<file path="config.mk">
export PLATFORM = sky130hd
export DESIGN_NAME = sublane_lsu
export DESIGN_NICKNAME = d
export VERILOG_FILES = /design/src/rtl/sublane_pkg.sv /design/src/rtl/sublane_agen.sv /design/src/rtl/sublane_steer.sv /design/src/rtl/sublane_extract.sv /design/src/rtl/sublane_lsu.sv
export SDC_FILE = /design/constraint.sdc
export NUM_CORES = 1
export LEC_CHECK = 0
export ABC_AREA = 1
export BUFFER_PORTS_ARGS = -buffer_cell sky130_fd_sc_hd__buf_2
export CAP_MARGIN = 20
export CELL_PAD_IN_SITES_DETAIL_PLACEMENT = 0
export CELL_PAD_IN_SITES_GLOBAL_PLACEMENT = 1
export CORE_ASPECT_RATIO = 0.8
export CORE_UTILIZATION = 34
export CTS_CLUSTER_SIZE = 28
export DETAILED_ROUTE_END_ITERATION = 8
export GPL_ROUTABILITY_DRIVEN = 0
export PLACE_DENSITY = 0.82
export SLEW_MARGIN = 0
export SYNTH_ARGS = -nofsm -noshare
export SYNTH_HDL_FRONTEND = slang
export SYNTH_HIERARCHICAL = 1
export SYNTH_SLANG_ARGS = --single-unit
</file>
<file path="constraint.sdc">
create_clock -name clk -period 1.6 [get_ports clk]
set_clock_uncertainty 0.2 [all_clocks]
set_input_delay 0.08 -clock clk [delete_from_list [all_inputs] [get_ports clk]]
set_output_delay 0.08 -clock clk [all_outputs]
set_load 0.02 [all_outputs]
</file>
<file path="src/rtl/sublane_pkg.sv">
package sublane_pkg;

    localparam logic [3:0] OP_NONE = 4'd0;
    localparam logic [3:0] OP_LDB  = 4'd1;
    localparam logic [3:0] OP_LDBU = 4'd2;
    localparam logic [3:0] OP_LDH  = 4'd3;
    localparam logic [3:0] OP_LDHU = 4'd4;
    localparam logic [3:0] OP_LDW  = 4'd5;
    localparam logic [3:0] OP_STB  = 4'd6;
    localparam logic [3:0] OP_STH  = 4'd7;
    localparam logic [3:0] OP_STW  = 4'd8;

    typedef enum logic [1:0] {SZ_NONE, SZ_B, SZ_H, SZ_W} size_e;

    typedef struct packed {
        size_e size;
        logic  store;
        logic  load;
        logic  sgn;
    } dec_t;

    function automatic dec_t decode(input logic [3:0] op);
        dec_t d;
        d = '{size: SZ_NONE, store: 1'b0, load: 1'b0, sgn: 1'b0};
        case (op)
            OP_LDB:  d = '{size: SZ_B, store: 1'b0, load: 1'b1, sgn: 1'b1};
            OP_LDBU: d = '{size: SZ_B, store: 1'b0, load: 1'b1, sgn: 1'b0};
            OP_LDH:  d = '{size: SZ_H, store: 1'b0, load: 1'b1, sgn: 1'b1};
            OP_LDHU: d = '{size: SZ_H, store: 1'b0, load: 1'b1, sgn: 1'b0};
            OP_LDW:  d = '{size: SZ_W, store: 1'b0, load: 1'b1, sgn: 1'b0};
            OP_STB:  d = '{size: SZ_B, store: 1'b1, load: 1'b0, sgn: 1'b0};
            OP_STH:  d = '{size: SZ_H, store: 1'b1, load: 1'b0, sgn: 1'b0};
            OP_STW:  d = '{size: SZ_W, store: 1'b1, load: 1'b0, sgn: 1'b0};
            default: d = '{size: SZ_NONE, store: 1'b0, load: 1'b0, sgn: 1'b0};
        endcase
        return d;
    endfunction

endpackage

</file>
<file path="src/rtl/sublane_agen.sv">
module sublane_agen #(
    parameter int XLEN = 32,
    parameter int OFFW = 16
) (
    input  logic [XLEN-1:0] base_i,
    input  logic [OFFW-1:0] offset_i,
    output logic [XLEN-1:0] ea_o
);
    localparam int EXTW = XLEN - OFFW;

    logic [XLEN-1:0] disp;

    always_comb begin
        disp = {{EXTW{offset_i[OFFW-1]}}, offset_i};
        ea_o = base_i + disp;
    end
endmodule

</file>
<file path="src/rtl/sublane_steer.sv">
module sublane_steer
    import sublane_pkg::*;
#(
    parameter int XLEN = 32
) (
    input  size_e                   size_i,
    input  logic                    store_i,
    input  logic [$clog2(XLEN/8)-1:0] lo_i,
    input  logic [XLEN-1:0]         data_i,
    output logic [XLEN-1:0]         wdata_o,
    output logic [XLEN/8-1:0]       be_o,
    output logic                    mis_o
);
    localparam int NLANE = XLEN / 8;
    localparam int LB    = $clog2(NLANE);

    assign mis_o = (size_i == SZ_H) && lo_i[0];

    for (genvar l = 0; l < NLANE; l++) begin : g_lane
        logic hit;
        logic [7:0] lane_d;

        always_comb begin
            case (size_i)
                SZ_B:    hit = (int'(lo_i) == l);
                SZ_H:    hit = (int'(lo_i[LB-1:1]) == (l / 2)) && !lo_i[0];
                SZ_W:    hit = 1'b1;
                default: hit = 1'b0;
            endcase
        end

        always_comb begin
            case (size_i)
                SZ_B:    lane_d = data_i[7:0];
                SZ_H:    lane_d = data_i[(l % 2) * 8 +: 8];
                SZ_W:    lane_d = data_i[l * 8 +: 8];
                default: lane_d = 8'h00;
            endcase
        end

        assign be_o[l]           = store_i && hit;
        assign wdata_o[l*8 +: 8] = store_i ? lane_d : 8'h00;
    end
endmodule

</file>
<file path="src/rtl/sublane_extract.sv">
module sublane_extract
    import sublane_pkg::*;
#(
    parameter int XLEN = 32
) (
    input  logic [XLEN-1:0]           rdata_i,
    input  size_e                     size_i,
    input  logic                      sgn_i,
    input  logic [$clog2(XLEN/8)-1:0] sel_i,
    input  logic                      mis_i,
    output logic [XLEN-1:0]           result_o
);
    localparam int NLANE = XLEN / 8;
    localparam int LB    = $clog2(NLANE);

    logic [7:0]  byte_v;
    logic [15:0] half_v;

    always_comb begin
        byte_v = rdata_i[8 * int'(sel_i) +: 8];
        half_v = rdata_i[16 * int'(sel_i[LB-1:1]) +: 16];
        case (size_i)
            SZ_B:    result_o = {{(XLEN-8){sgn_i & byte_v[7]}}, byte_v};
            SZ_H:    result_o = {{(XLEN-16){sgn_i & half_v[15]}}, half_v};
            SZ_W:    result_o = rdata_i;
            default: result_o = '0;
        endcase
        if (mis_i) begin
            result_o = '0;
        end
    end
endmodule

</file>
<file path="src/rtl/sublane_lsu.sv">
module sublane_lsu
    import sublane_pkg::*;
#(
    parameter int XLEN = 32,
    parameter int OFFW = 16
) (
    input  logic              clk,
    input  logic              rst_n,
    input  logic [3:0]        op_i,
    input  logic [XLEN-1:0]   base_i,
    input  logic [OFFW-1:0]   offset_i,
    input  logic [XLEN-1:0]   store_i,
    input  logic [XLEN-1:0]   mem_rdata_i,
    output logic [XLEN-1:0]   mem_addr_o,
    output logic [XLEN-1:0]   mem_wdata_o,
    output logic [XLEN/8-1:0] mem_be_o,
    output logic [XLEN-1:0]   load_o,
    output logic              misalign_o
);
    localparam int NLANE = XLEN / 8;
    localparam int LB    = $clog2(NLANE);

    typedef struct packed {
        logic [XLEN-1:0]  addr;
        logic [XLEN-1:0]  wdata;
        logic [NLANE-1:0] be;
        logic             mis;
        logic             ld_pend;
        size_e            ld_size;
        logic             ld_sgn;
        logic [LB-1:0]    ld_sel;
        logic [XLEN-1:0]  load;
    } stage_t;

    stage_t s_d, s_q;
    dec_t   dec;

    logic [XLEN-1:0]  ea;
    logic [XLEN-1:0]  wd_c;
    logic [NLANE-1:0] be_c;
    logic             mis_c;
    logic [XLEN-1:0]  ld_c;

    assign dec = decode(op_i);

    sublane_agen #(.XLEN(XLEN), .OFFW(OFFW)) u_agen (
        .base_i   (base_i),
        .offset_i (offset_i),
        .ea_o     (ea)
    );

    sublane_steer #(.XLEN(XLEN)) u_steer (
        .size_i  (dec.size),
        .store_i (dec.store),
        .lo_i    (ea[LB-1:0]),
        .data_i  (store_i),
        .wdata_o (wd_c),
        .be_o    (be_c),
        .mis_o   (mis_c)
    );

    sublane_extract #(.XLEN(XLEN)) u_extract (
        .rdata_i  (mem_rdata_i),
        .size_i   (s_q.ld_size),
        .sgn_i    (s_q.ld_sgn),
        .sel_i    (s_q.ld_sel),
        .mis_i    (s_q.mis),
        .result_o (ld_c)
    );

    always_comb begin
        s_d         = s_q;
        s_d.addr    = ea;
        s_d.wdata   = wd_c;
        s_d.be      = be_c;
        s_d.mis     = mis_c;
        s_d.ld_pend = dec.load;
        s_d.ld_size = dec.size;
        s_d.ld_sgn  = dec.sgn;
        s_d.ld_sel  = ea[LB-1:0];
        if (s_q.ld_pend) begin
            s_d.load = ld_c;
        end
    end

    always_ff @(posedge clk or negedge rst_n) begin
        if (!rst_n) begin
            s_q <= '0;
        end else begin
            s_q <= s_d;
        end
    end

    assign mem_addr_o  = s_q.addr;
    assign mem_wdata_o = s_q.wdata;
    assign mem_be_o    = s_q.be;
    assign misalign_o  = s_q.mis;
    assign load_o      = s_q.load;
endmodule

</file>
After elaboration in Yosys (flattened, before gate mapping)
Memories as Yosys holds them, arrays and structs flattened.
Cells that the tools add are included.

word-level totals
  register bits after elaboration = 107
  ROM bits = 80
  input bits = 118
  output and inout port bits = 101
  word-level logic and storage cells = 51
  memories = 1

memories
  memory           depth  bits a word  rd ports  clocked after memory_dff  wr ports  line               RTL
  (no name shown)  16     5            1         0                         0         sublane_pkg.sv:25  case (op)

operators by class
  add/subtract/negate cells = 1
  equal/unequal tests = 9
  shift operators = 2
  muxes and demuxes = 14
  bitwise operators = 3
  reductions and logical operators = 12

operators with widths
  cell                                                  count
  case mux 32 bit (3 select lines)                      1
  2-to-1 mux 8 bit                                      5
  adder 32 bit                                          1
  2-to-1 mux 32 bit                                     1
  case mux 8 bit (2 select lines)                       2
  variable part select 32 x 6 -> 16 bit                 1
  variable part select 32 x 6 -> 8 bit                  1
  case mux 8 bit (3 select lines)                       1
  equality test 2 bit (second input constant)           6
  case mux 1 bit (3 select lines)                       4
  logical AND 1 bit                                     7
  equality test 2 x 1 -> 1 bit (second input constant)  3
  OR reduction 2 bit                                    2
  OR reduction 3 bit                                    1
  bitwise AND 1 bit                                     2
  zero test 2 bit                                       1
  zero test 1 bit                                       1
  inverter 1 bit                                        1

Logic depth before layout (Yosys ltp)
Gate-level depths: netlist of the first run.

  depth after elaboration = 5
  depth in mapped cells = 13
  mapped depth without buffers = 12

Modules after synthesis
Netlist of the first run, hierarchy kept.

modules (own cells, without submodules)
  module           times used  cells each  area each (µm²)  seq. area each (µm²)
  sublane_lsu      1           327         4,075.2          2,627.5
  sublane_agen     1           494         2,384.8          0.0
  sublane_extract  1           208         942.2            0.0
  sublane_steer    1           145         678.2            0.0

Worst setup path after synthesis of the first run
Ideal clock, no wire load.

  kind = input to register
  start point = in base_i[0]
  end point = reg s_q (netlist bit mem_addr_o[28])
  arrival time = 1.373 ns
  data required time = 1.283 ns
  path slack = -0.089 ns
  stages on the path = 12
  path through = ha_1 fa_1 nand3_1 nand3_2 nand2_1 nand2_2 nand2_1 nand2_2 nand2_1 nand2_1 nand2_1 nand2_1

between the ends
  cells in the longest elaborated chain, start to end = 1

ends and longest elaborated chain
  element                 line                RTL
  start: declaration      sublane_lsu.sv:10   input logic [XLEN-1:0] base_i,
  adder 32 bit            sublane_agen.sv:15  ea_o = base_i + disp;
  named net ea[28]        sublane_lsu.sv:38   logic [XLEN-1:0] ea;
  end signal: assignment  sublane_lsu.sv:88   s_q <= '0;
  end signal: assignment  sublane_lsu.sv:90   s_q <= s_d;
  end: declaration        sublane_lsu.sv:35   stage_t s_d, s_q;

The timed path passes the listed nets, and every way through them passes these cells.
A chain may end at the register's enable or synchronous reset.

==> qor.yml, run 1 <==
critical_path:
  slowest_delay_ns: 0.47
  critPathKind: "flop to flop"
  critPathArrivalTime_ns: 1.74
  required_ns: 1.63
  ff2ff_path_depth: 9
  timing.rr.start: "mem_addr_o[1]$_DFF_PN0_"
  worst-path-max-fanout: 6
  timing.rr.end: "load_o[7]$_DFFE_PN0P_"
  cp-end-kind: "flop"
  worstSetupStartpointType: "flop"
  r2r_slack_ns: -0.11
  crit_path_start: "mem_addr_o[1]$_DFF_PN0_"
  critPathCapture: "load_o[7]$_DFFE_PN0P_"
  crit_path_cell_trace: "nand2_1, nand2_4, nand2_4, nand2_8, buf_4, nor2_1, nor2_1, nand2_1, o21ai_2"
  slowest_stage: "dfrtp_2"
timing:
  final_min_period_over_clock_period_pct: 107
  setup_viol: 27
  report.final.slew_viol_count: 0
  max_freq_mhz: 584
  hold_viol: 0
  worstMarginPinSlew_ns: 0.384
  timing.final.ws_setup_ns: -0.113
  rsz0062_at_grt: "yes"
  setup_tns_ns: -1.37
  whs_ns: 0.00898
  final.min_clock_period_ns: 1.71
  relSlewSlack_pct: 74.4
yosys:
  netlist_area_um2: 8080
  synth_area_leader_cell: "dfrtp_1"
  synth_top_area_share_pct: 32.5
  synth.avg_cell_area_um2: 6.88
  synth_warnings: 6
  synth_edf_count: 0
  syn-num-nets: 1330
  ys.flop_type: "dfrtp_1"
  async_reset_ff_share_pct: 100
  ys_seq_area_share_pct: 32.5
  ys_ff_latch: 105
  syn_inst: 1174
  yosysUniqueCellTypes: 35
  synthTopCellsByArea: "dfrtp_1 (33%), nand2_1 (18%), inv_1 (9.8%)"
die:
  start_util_pct: 34.6
  io_pins: 219
  fp.dieH_um: 140
  rows: 50
  die_area_um2: 24400
  placeableCoreArea_um2: 23300
  die_w_um: 174
drt:
  wire_per_inst_um: 13.2
  ant_nets: 0
  drc: 0
  drt_iter0_drc: 481
  routed_wl_um: 22700
  routed_via_density: 4.33
  firstDrtPassIters: 5
  vias: 7442
final_layout:
  multi_input_area_um2: 3940
  final_common_cell: "nand2_1"
  regArea_um2: 2630
  finalNonFillerCells: 1718
  area_growth_pct: 27.6
  fill_cells: 2441
  drive_gt1_share_pct: 31.5
  nets: 1556
  layout_common_cells: "nand2_1 (365), buf_2 (216), inv_1 (204)"
  utilization_pct: 44.2
placement:
  hpwl_um: 17300
  dp_slack_ns: -0.346
  port_buffers: 218
  dpl.cell_count: 1646
worst_hold_path:
  min-delay-path-class: "input port to flop"
  hold_depth: 7
clock_tree:
  clkLatencyLatePin_ns: 0.36
  post_cts_buffers: 0
  path_clk_slew_ns: 0.08
  clk_path_buf_depth: 2
  clock_sinks: 105
  cts_tree: "done"
  numCtsBuffers: 9
  cts-root-buf: "clkbuf_16"
  htreeDepth: 3
global_route:
  track_usage_pct: 18.6
  antenna_found_initial: 1
  grt_max_degree: 65
  grt_pass1_vias: 7053
  grt_first_pass_wirelength_um: 36100
  grt_overflow: 0
flow_run:
  drv_cap: 0
run_status:
  status: "finished with violations"
  violations: "setup timing"
power_and_ir_drop:
  p_leak_nw: 5.99
  ir_worst_vdd_uv: 436
  p_per_area_nw_per_um2: 803
-- area by class of cell --
cell class | count | area share [%]
Sequential cell | 105 | 25.5
Timing Repair Buffer | 338 | 21.6
Clock inverter | 6 | 0.583
Clock buffer | 10 | 2.22
Tap cell | 312 | 3.79
Antenna cell | 1 | 0.0243
Multi-Input combinational cell | 728 | 38.3
Inverter | 218 | 8.00
-- through the flow --
step | total power [W] | cell area, µm²
2_1_floorplan | 0.00515 | 8120
3_3_place_gp | 0.00584 | 9210
3_5_place_dp | 0.00586 | 9210
4_1_cts | 0.00831 | 10100
5_1_grt | 0.00883 | 10300
6_report | 0.00828 | 10300
-- synthesized netlist by cell type (2+ instances only) --
library cell	count
xor2_1	14
ha_1	37
nand4_1	3
nor3_1	4
a21oi_2	8
clkbuf_1	6
inv_2	5
nor3_2	2
nand3_1	52
xnor2_1	2
nand2_1	380
buf_4	105
nor2_2	3
a21oi_1	53
nor2_1	76
buf_6	7
o21ai_0	27
nor2_4	2
inv_1	212
nand2_2	19
buf_2	4
nand3_2	4
buf_8	3
dfrtp_1	105
o21ai_2	30
o21bai_1	2
-- logic make-up (layout without fill, tap and decap cells) --
family                     count (synthesis)  after routing  share of synthesized area [%]
other                                      0              1                              0
AOI/OAI and AO/OA                        123            123                           9.51
buffers and inverters                    344            572                           22.2
DFF                                      105            105                           32.5
adders and majority gates                 38             38                           5.98
and+or+nand+nor                          548            551                           28.1
xor gates and xnor gates                  16             16                           1.73
-- power breakdown --
part	internal [W]	switching, W	total [W]
clock	0.00110	0.00114	0.00223
sequential	0.00293	0.000142	0.00308
combinational	0.00117	0.00180	0.00297
-- worst max-delay path, delay by kind of cell, from the launching register on --
| family | cells | cell delay (ns) |
|---|---|---|
| AOI/OAI and AO/OA | 1 | 0.06 |
| buffers and inverters | 1 | 0.15 |
| and+or+nand+nor | 7 | 0.70 |
| DFF | 1 | 0.47 |
-- flip-flops by register name, summed over array words and instances (netlist names) --
signal / flops
s_q: 5
mem_be_o: 4
misalign_o: 1
mem_addr_o: 31
mem_wdata_o: 32
load_o: 32
-- worst min-delay path by stage --
| stage | from | endpoint | slack (ns) |
|---|---|---|---|
| after CTS | mem_rdata_i[24] | load_o[24]$_DFFE_PN0P_ | 0.002 |
| after detailed placement | rst_n | mem_wdata_o[4]$_DFF_PN0_ | -0.21 |
| after global placement | rst_n | mem_wdata_o[18]$_DFF_PN0_ | -0.21 |
| final | mem_rdata_i[19] | load_o[19]$_DFFE_PN0P_ | 0.009 |
| after floorplan | rst_n | load_o[0]$_DFFE_PN0P_ | -0.42 |
| after global routing | mem_rdata_i[19] | load_o[19]$_DFFE_PN0P_ | 0.03 |
-- routing by layer --
metal / wire length, µm / track usage (%) / up-vias / share of wire [%]
li1: - / - / 3905 / -
met3: 1340 / 3.50 / 15 / 5.9
met2: 10100 / 29.0 / 228 / 44
met1: 11000 / 26.5 / 3294 / 49
met5: 0 / 0 / - / 0
met4: 221 / 4.39 / 0 / 0.98
-- what timing repair did --
item | in CTS | in global routing
pin swaps | 6 | 15
hold buffers | 51 | 0
gates resized for setup | 26 | 57
endpoints found under the setup margin | 32 | 59
endpoints found under the hold margin | 155 | 0
gates cloned | 1 | 3
No activity file was read; power rests on OpenSTA's default activity.
==> inputs of run 2 (changes only) <==
--- a/config.mk
+++ b/config.mk
@@ -6,7 +6,7 @@
 export NUM_CORES = 1
 export LEC_CHECK = 0
 export ABC_AREA = 1
-export BUFFER_PORTS_ARGS = -buffer_cell sky130_fd_sc_hd__buf_2
+export BUFFER_PORTS_ARGS = -buffer_cell sky130_fd_sc_hd__buf_4
 export CAP_MARGIN = 20
 export CELL_PAD_IN_SITES_DETAIL_PLACEMENT = 0
 export CELL_PAD_IN_SITES_GLOBAL_PLACEMENT = 1
==> qor.yml, run 2 (synthesis gave the netlist of run 1 again) <==
global_route:
  track_usage_pct: 18.9  # +0.24 points
  grt_first_pass_wirelength_um: 36300  # +0.36%
  grt_max_degree: 34  # -48%
  antenna_found_initial: 0  # -1
  grt_overflow: 0  # unchanged
  grt_pass1_vias: 6890  # -2.3%
clock_tree:
  cts_tree: "done"
  clock_sinks: 105  # unchanged
  clk_path_buf_depth: 2  # unchanged
  cts-root-buf: "clkbuf_16"
  clkLatencyLatePin_ns: 0.36  # about the same
  htreeDepth: 3  # unchanged
  numCtsBuffers: 9  # unchanged
  path_clk_slew_ns: 0.08  # about the same
placement:
  dpl_cell_area_um2: 9850  # +6.9%
  hpwl_um: 17700  # +2.2%
  port_buffers: 218  # unchanged
  dp_slack_ns: -0.305  # +0.0405 ns
die:
  fp.dieH_um: 140  # unchanged
  die_area_um2: 24400  # unchanged
  start_util_pct: 34.6  # unchanged
  io_pins: 219  # unchanged
  die_w_um: 174  # unchanged
  rows: 50  # unchanged
  placeableCoreArea_um2: 23300  # unchanged
critical_path:
  required_ns: 1.63  # about the same
  timing.rr.end: "load_o[2]$_DFFE_PN0P_"
  ff2ff_path_depth: 9  # unchanged
  r2r_slack_ns: -0.06  # +0.05 ns
  worst-path-buf-inv: 1  # unchanged
  slowest_stage: "dfrtp_2"
  cp-end-kind: "flop"
  worstSetupStartpointType: "flop"
  critPathKind: "flop to flop"
  path_delay_family: "flip-flops"
  slowest_delay_ns: 0.45  # -0.02 ns
  crit_path_cell_trace: "buf_8, nand2_1, o21ai_0, nand2_1, o21ai_0, nor2_1, nor2_1, nand2_1, o21ai_0"
  timing.rr.start: "mem_addr_o[1]$_DFF_PN0_"
  worst-path-max-fanout: 20  # +14
  critPathArrivalTime_ns: 1.69  # -0.05 ns
  crit_path_start: "mem_addr_o[1]$_DFF_PN0_"
final_layout:
  layout_common_cells: "nand2_1 (374), buf_4 (276), inv_1 (209)"
  drive_gt1_share_pct: 28.9  # -2.5 points
  area_growth_pct: 34.1
  final_common_cell: "nand2_1"
  antennaDiodeCount: 0  # -1
  final_area_um2: 10800  # +5.1%
  regArea_um2: 2630  # about the same
  multi_input_area_um2: 3780  # -4.2%
  utilization_pct: 46.4  # +2.2 points
  fill_cells: 2345  # -3.9%
  nets: 1565  # +0.58%
power_and_ir_drop:
  ir_worst_vdd_uv: 473  # +8.5%
  p_per_area_nw_per_um2: 789  # -1.7%
  p_leak_nw: 6.16  # +2.8%
timing:
  setup_tns_ns: -0.220  # +1.15 ns
  max_freq_mhz: 603  # +3.2%
  worstMarginPinSlew_ns: 0.469  # +0.0848 ns
  hold_viol: 0  # unchanged
  whs_ns: 0.0130  # +0.00404 ns
  final.min_clock_period_ns: 1.66  # -0.0530 ns
  rsz0062_at_grt: "yes"
  timing.final.ws_setup_ns: -0.0597  # +0.0530 ns
  setup_viol: 14  # -48%
  relSlewSlack_pct: 68.7  # -5.7 points
  report.final.slew_viol_count: 0  # unchanged
  final_min_period_over_clock_period_pct: 104  # -3.3 points
drt:
  routed_via_density: 4.36  # +0.54%
  routed_wl_um: 23000  # +1.4%
  vias: 7517  # +1.0%
  wire_per_inst_um: 13.3  # +0.91%
  firstDrtPassIters: 5  # unchanged
  drc: 0  # unchanged
  ant_nets: 0  # unchanged
  drt_iter0_drc: 478  # -0.62%
run_status:
  violations: "setup timing"
  status: "finished with violations"
worst_hold_path:
  min-delay-path-class: "input port to asynchronous set/reset pin"
flow_run:
  drv_cap: 0  # unchanged
run 2: cell count changes in the layout (fill, tap and decap cells not counted), sizes merged:
cell	previous run	this run
clkbuf	11	9
buf	286	290
nand2	402	401
inv	220	221
diode	1	0
dlygate4sd3	51	58
run 2: area by class of cell:
class | count | share of cell area, %
multi-input combinational | 727 | 34.9
clock buffer | 9 | 2.08
inverter | 218 | 7.61
timing repair buffer | 348 | 26.9
sequential | 105 | 24.3
tap | 312 | 3.60
clock inverter | 7 | 0.647
run 2: report_power, final:
| part | switching, W | internal [W] | leakage, nW |
|---|---|---|---|
| clock | 0.00115 | 0.00111 | 0.147 |
| combinational | 0.00178 | 0.00142 | 4.64 |
| sequential | 0.000157 | 0.00294 | 1.37 |
| total | 0.00309 | 0.00546 | 6.16 |
run 2: routing by layer:
| layer | global-route usage (%) | up-vias | share of wire [%] |
|---|---|---|---|
| met5 | 0 | - | 0 |
| met4 | 4.57 | 0 | 1.2 |
| met3 | 3.31 | 21 | 5.8 |
| met2 | 29.8 | 245 | 45 |
| met1 | 26.6 | 3327 | 48 |
| li1 | - | 3924 | - |
run 2: worst max-delay path by stage:
stage / to / slack [ns] / cells after the start
finish: load_o[2]$_DFFE_PN0P_ / -0.06 / 9
global route: load_o[2]$_DFFE_PN0P_ / -0.14 / 9
CTS: load_o[2]$_DFFE_PN0P_ / -0.02 / 9
detailed placement: mem_wdata_o[15]$_DFF_PN0_ / -0.31 / 12
global placement: mem_addr_o[28]$_DFF_PN0_ / -0.23 / 13
floorplan: load_o[15]$_DFFE_PN0P_ / -0.004 / 7
run 2: repair_timing:
action                     CTS  global route
hold endpoints to repair   160             1
pin swaps                    2             1
hold buffers                56             2
cloned                       1             1
setup endpoints to repair   31            57
gates resized for setup     10            22
setup buffers                0             0
run 2: stage by stage:
| step | total power [W] | std cells |
|---|---|---|
| 2_1_floorplan | 0.00515 | 1174 |
| 3_3_place_gp | 0.00614 | 1650 |
| 3_5_place_dp | 0.00615 | 1650 |
| 4_1_cts | 0.00863 | 1723 |
| 5_1_grt | 0.00909 | 1726 |
| 6_report | 0.00855 | 1726 |
==> inputs of run 3 (changes only) <==
--- a/config.mk
+++ b/config.mk
@@ -12,10 +12,10 @@
 export CELL_PAD_IN_SITES_GLOBAL_PLACEMENT = 1
 export CORE_ASPECT_RATIO = 0.8
 export CORE_UTILIZATION = 34
-export CTS_CLUSTER_SIZE = 28
 export DETAILED_ROUTE_END_ITERATION = 8
 export GPL_ROUTABILITY_DRIVEN = 0
 export PLACE_DENSITY = 0.82
+export REMOVE_ABC_BUFFERS = 1
 export SLEW_MARGIN = 0
 export SYNTH_ARGS = -nofsm -noshare
 export SYNTH_HDL_FRONTEND = slang
==> constraint.sdc (replaced) <==
create_clock -name clk -period 1.6 [get_ports clk]
set_clock_uncertainty 0.2 [all_clocks]
set_input_delay 0.16 -clock clk [delete_from_list [all_inputs] [get_ports clk]]
set_output_delay 0.16 -clock clk [all_outputs]
set_load 0.02 [all_outputs]
==> qor.yml, run 3 (synthesis gave the netlist of run 1 again) <==
placement:
  port_buffers: 218  # unchanged
  hpwl_um: 17400  # -1.9%
final_layout:
  nets: 1566  # +0.064%
  antennaDiodeCount: 0  # unchanged
  drive_gt1_share_pct: 32.7  # +3.8 points
  area_growth_pct: 36.3
  layout_common_cells: "nand2_1 (364), buf_4 (286), inv_1 (206)"
  final_common_cell: "nand2_1"
  utilization_pct: 47.2  # +0.78 points
  fill_cells: 2359  # +0.60%
global_route:
  antenna_found_initial: 0  # unchanged
  grt_overflow: 0  # unchanged
  track_usage_pct: 19.3  # +0.46 points
  grt_first_pass_wirelength_um: 37400  # +3.0%
  grt_pass1_vias: 7275  # +5.6%
  grt_max_degree: 51  # +50%
clock_tree:
  path_clk_slew_ns: 0.08  # about the same
  cts_tree: "done"
  cts-root-buf: "clkbuf_16"
  numCtsBuffers: 9  # unchanged
  clkLatencyLatePin_ns: 0.35  # about the same
  clock_sinks: 105  # unchanged
  clk_path_buf_depth: 2  # unchanged
  htreeDepth: 3  # unchanged
critical_path:
  required_ns: 1.68  # +0.05 ns
  crit_path_start: "s_q[34]$_DFF_PN0_"
  timing.rr.start: "s_q[34]$_DFF_PN0_"
  worstSetupStartpointType: "flop"
  cp-end-kind: "flop"
  critPathArrivalTime_ns: 1.74  # +0.05 ns
  critPathKind: "flop to flop"
  worst-path-max-fanout: 8  # -60%
drt:
  routed_wl_um: 23700  # +3.2%
  wire_per_inst_um: 13.7  # +3.2%
  routed_via_density: 4.47  # +2.6%
  firstDrtPassIters: 5  # unchanged
  vias: 7719  # +2.7%
  drc: 0  # unchanged
  ant_nets: 0  # unchanged
  drt_iter0_drc: 587  # +23%
flow_run:
  drv_cap: 0  # unchanged
run_status:
  status: "finished with violations"
  violations: "setup timing"
worst_hold_path:
  min-delay-path-class: "input port to flop"
  hold_path.startpoint: "offset_i[8]"
die:
  placeableCoreArea_um2: 23300  # unchanged
  rows: 50  # unchanged
  fp.dieH_um: 140  # unchanged
  start_util_pct: 34.6  # unchanged
  die_area_um2: 24400  # unchanged
  io_pins: 219  # unchanged
  die_w_um: 174  # unchanged
power_and_ir_drop:
  p_leak_nw: 6.18  # +0.47%
  power.total_w: 0.00871  # +1.9%
  ir_worst_vdd_uv: 537  # +14%
  p_per_area_nw_per_um2: 791  # +0.17%
timing:
  report.final.slew_viol_count: 0  # unchanged
  rsz0062_at_grt: "yes"
  max_freq_mhz: 600  # -0.44%
  final.min_clock_period_ns: 1.67  # +0.00725 ns
  timing.final.ws_setup_ns: -0.0670  # -0.00725 ns
  setup_viol: 32  # +18
  final_min_period_over_clock_period_pct: 104  # +0.45 points
  worstMarginPinSlew_ns: 0.501  # +0.0321 ns
  relSlewSlack_pct: 66.6  # -2.1 points
  hold_viol: 0  # unchanged
==> run 3: cell types whose count changed in the layout (fill, tap and decap cells not counted), sizes merged <==
cell,before,now
dlygate4sd3,58,44
clkinv,4,3
buf,290,300
nand2,401,404
clkbuf,9,11
clkinvlp,0,1
==> run 3: worst paths after layout <==
check	to	cells past startpoint	slack [ns]
max	load_o[24]$_DFFE_PN0P_	6	-0.07
min	mem_addr_o[8]$_DFF_PN0_	3	0.005
max reg2reg	load_o[24]$_DFFE_PN0P_	6	-0.07
min reg2reg	load_o[25]$_DFFE_PN0P_	2	0.32
max in group asynchronous	s_q[34]$_DFF_PN0_	3	0.22
min in group asynchronous	load_o[21]$_DFFE_PN0P_	3	0.16
==> run 3: power breakdown <==
group	switching, W	internal, W	total (W)
combinational	0.00185	0.00146	0.00330
clock	0.00119	0.00111	0.00230
sequential	0.000171	0.00294	0.00311
total	0.00321	0.00550	0.00871
==> run 3: metrics by stage <==
step | setup TNS, ns | instances | setup WS, ns | hold slack (ns) | instance area [µm²]
floorplan | -30.77 | 1048 | -0.721 | -0.336 | 7110
global placement | -19.18 | 1658 | -0.381 | -0.180 | 9820
detailed placement | -22.21 | 1658 | -0.411 | -0.180 | 9820
CTS | -0.261 | 1719 | -0.0516 | 0.000629 | 10700
global route | -4.46 | 1727 | -0.169 | 0.00436 | 11000
finish | -1.29 | 1727 | -0.0670 | 0.00460 | 11000
==> run 3: layout make-up <==
| type | instances | area [µm²] | share of cell area [%] |
|---|---|---|---|
| clock buffers | 9 | 225 | 2.04 |
| clock inverters | 7 | 72.6 | 0.659 |
| inverters | 218 | 823 | 7.47 |
| multi-input cells | 730 | 3980 | 36.1 |
| flip-flops and latches | 105 | 2630 | 23.9 |
| well taps | 312 | 390 | 3.54 |
| repair buffers | 346 | 2890 | 26.3 |
==> run 3: repair_timing <==
item | 4_1_cts | 5_1_grt
gates resized for setup | 25 | 83
endpoints found under the hold margin | 142 | 3
gates cloned | 3 | 4
setup buffers | 0 | 2
hold buffers | 42 | 4
pin swaps | 3 | 15
setup endpoints to repair | 40 | 79
==> run 3: routing by layer <==
metal / part of all wire [%] / track usage, % / up-vias
met5: 0 / 0 / -
met3: 7.2 / 4.02 / 17
met1: 47 / 27.4 / 3515
met2: 44 / 29.8 / 258
li1: - / - / 3929
met4: 1.2 / 4.57 / 0
==> run 3: critical path, stage by stage (launching register included) <==
cell,delay [ns]
dfrtp_2,0.69
nand3_4,0.26
nand2_1,0.12
inv_1,0.04
a21oi_1,0.13
nand2_1,0.08
o21ai_2,0.07
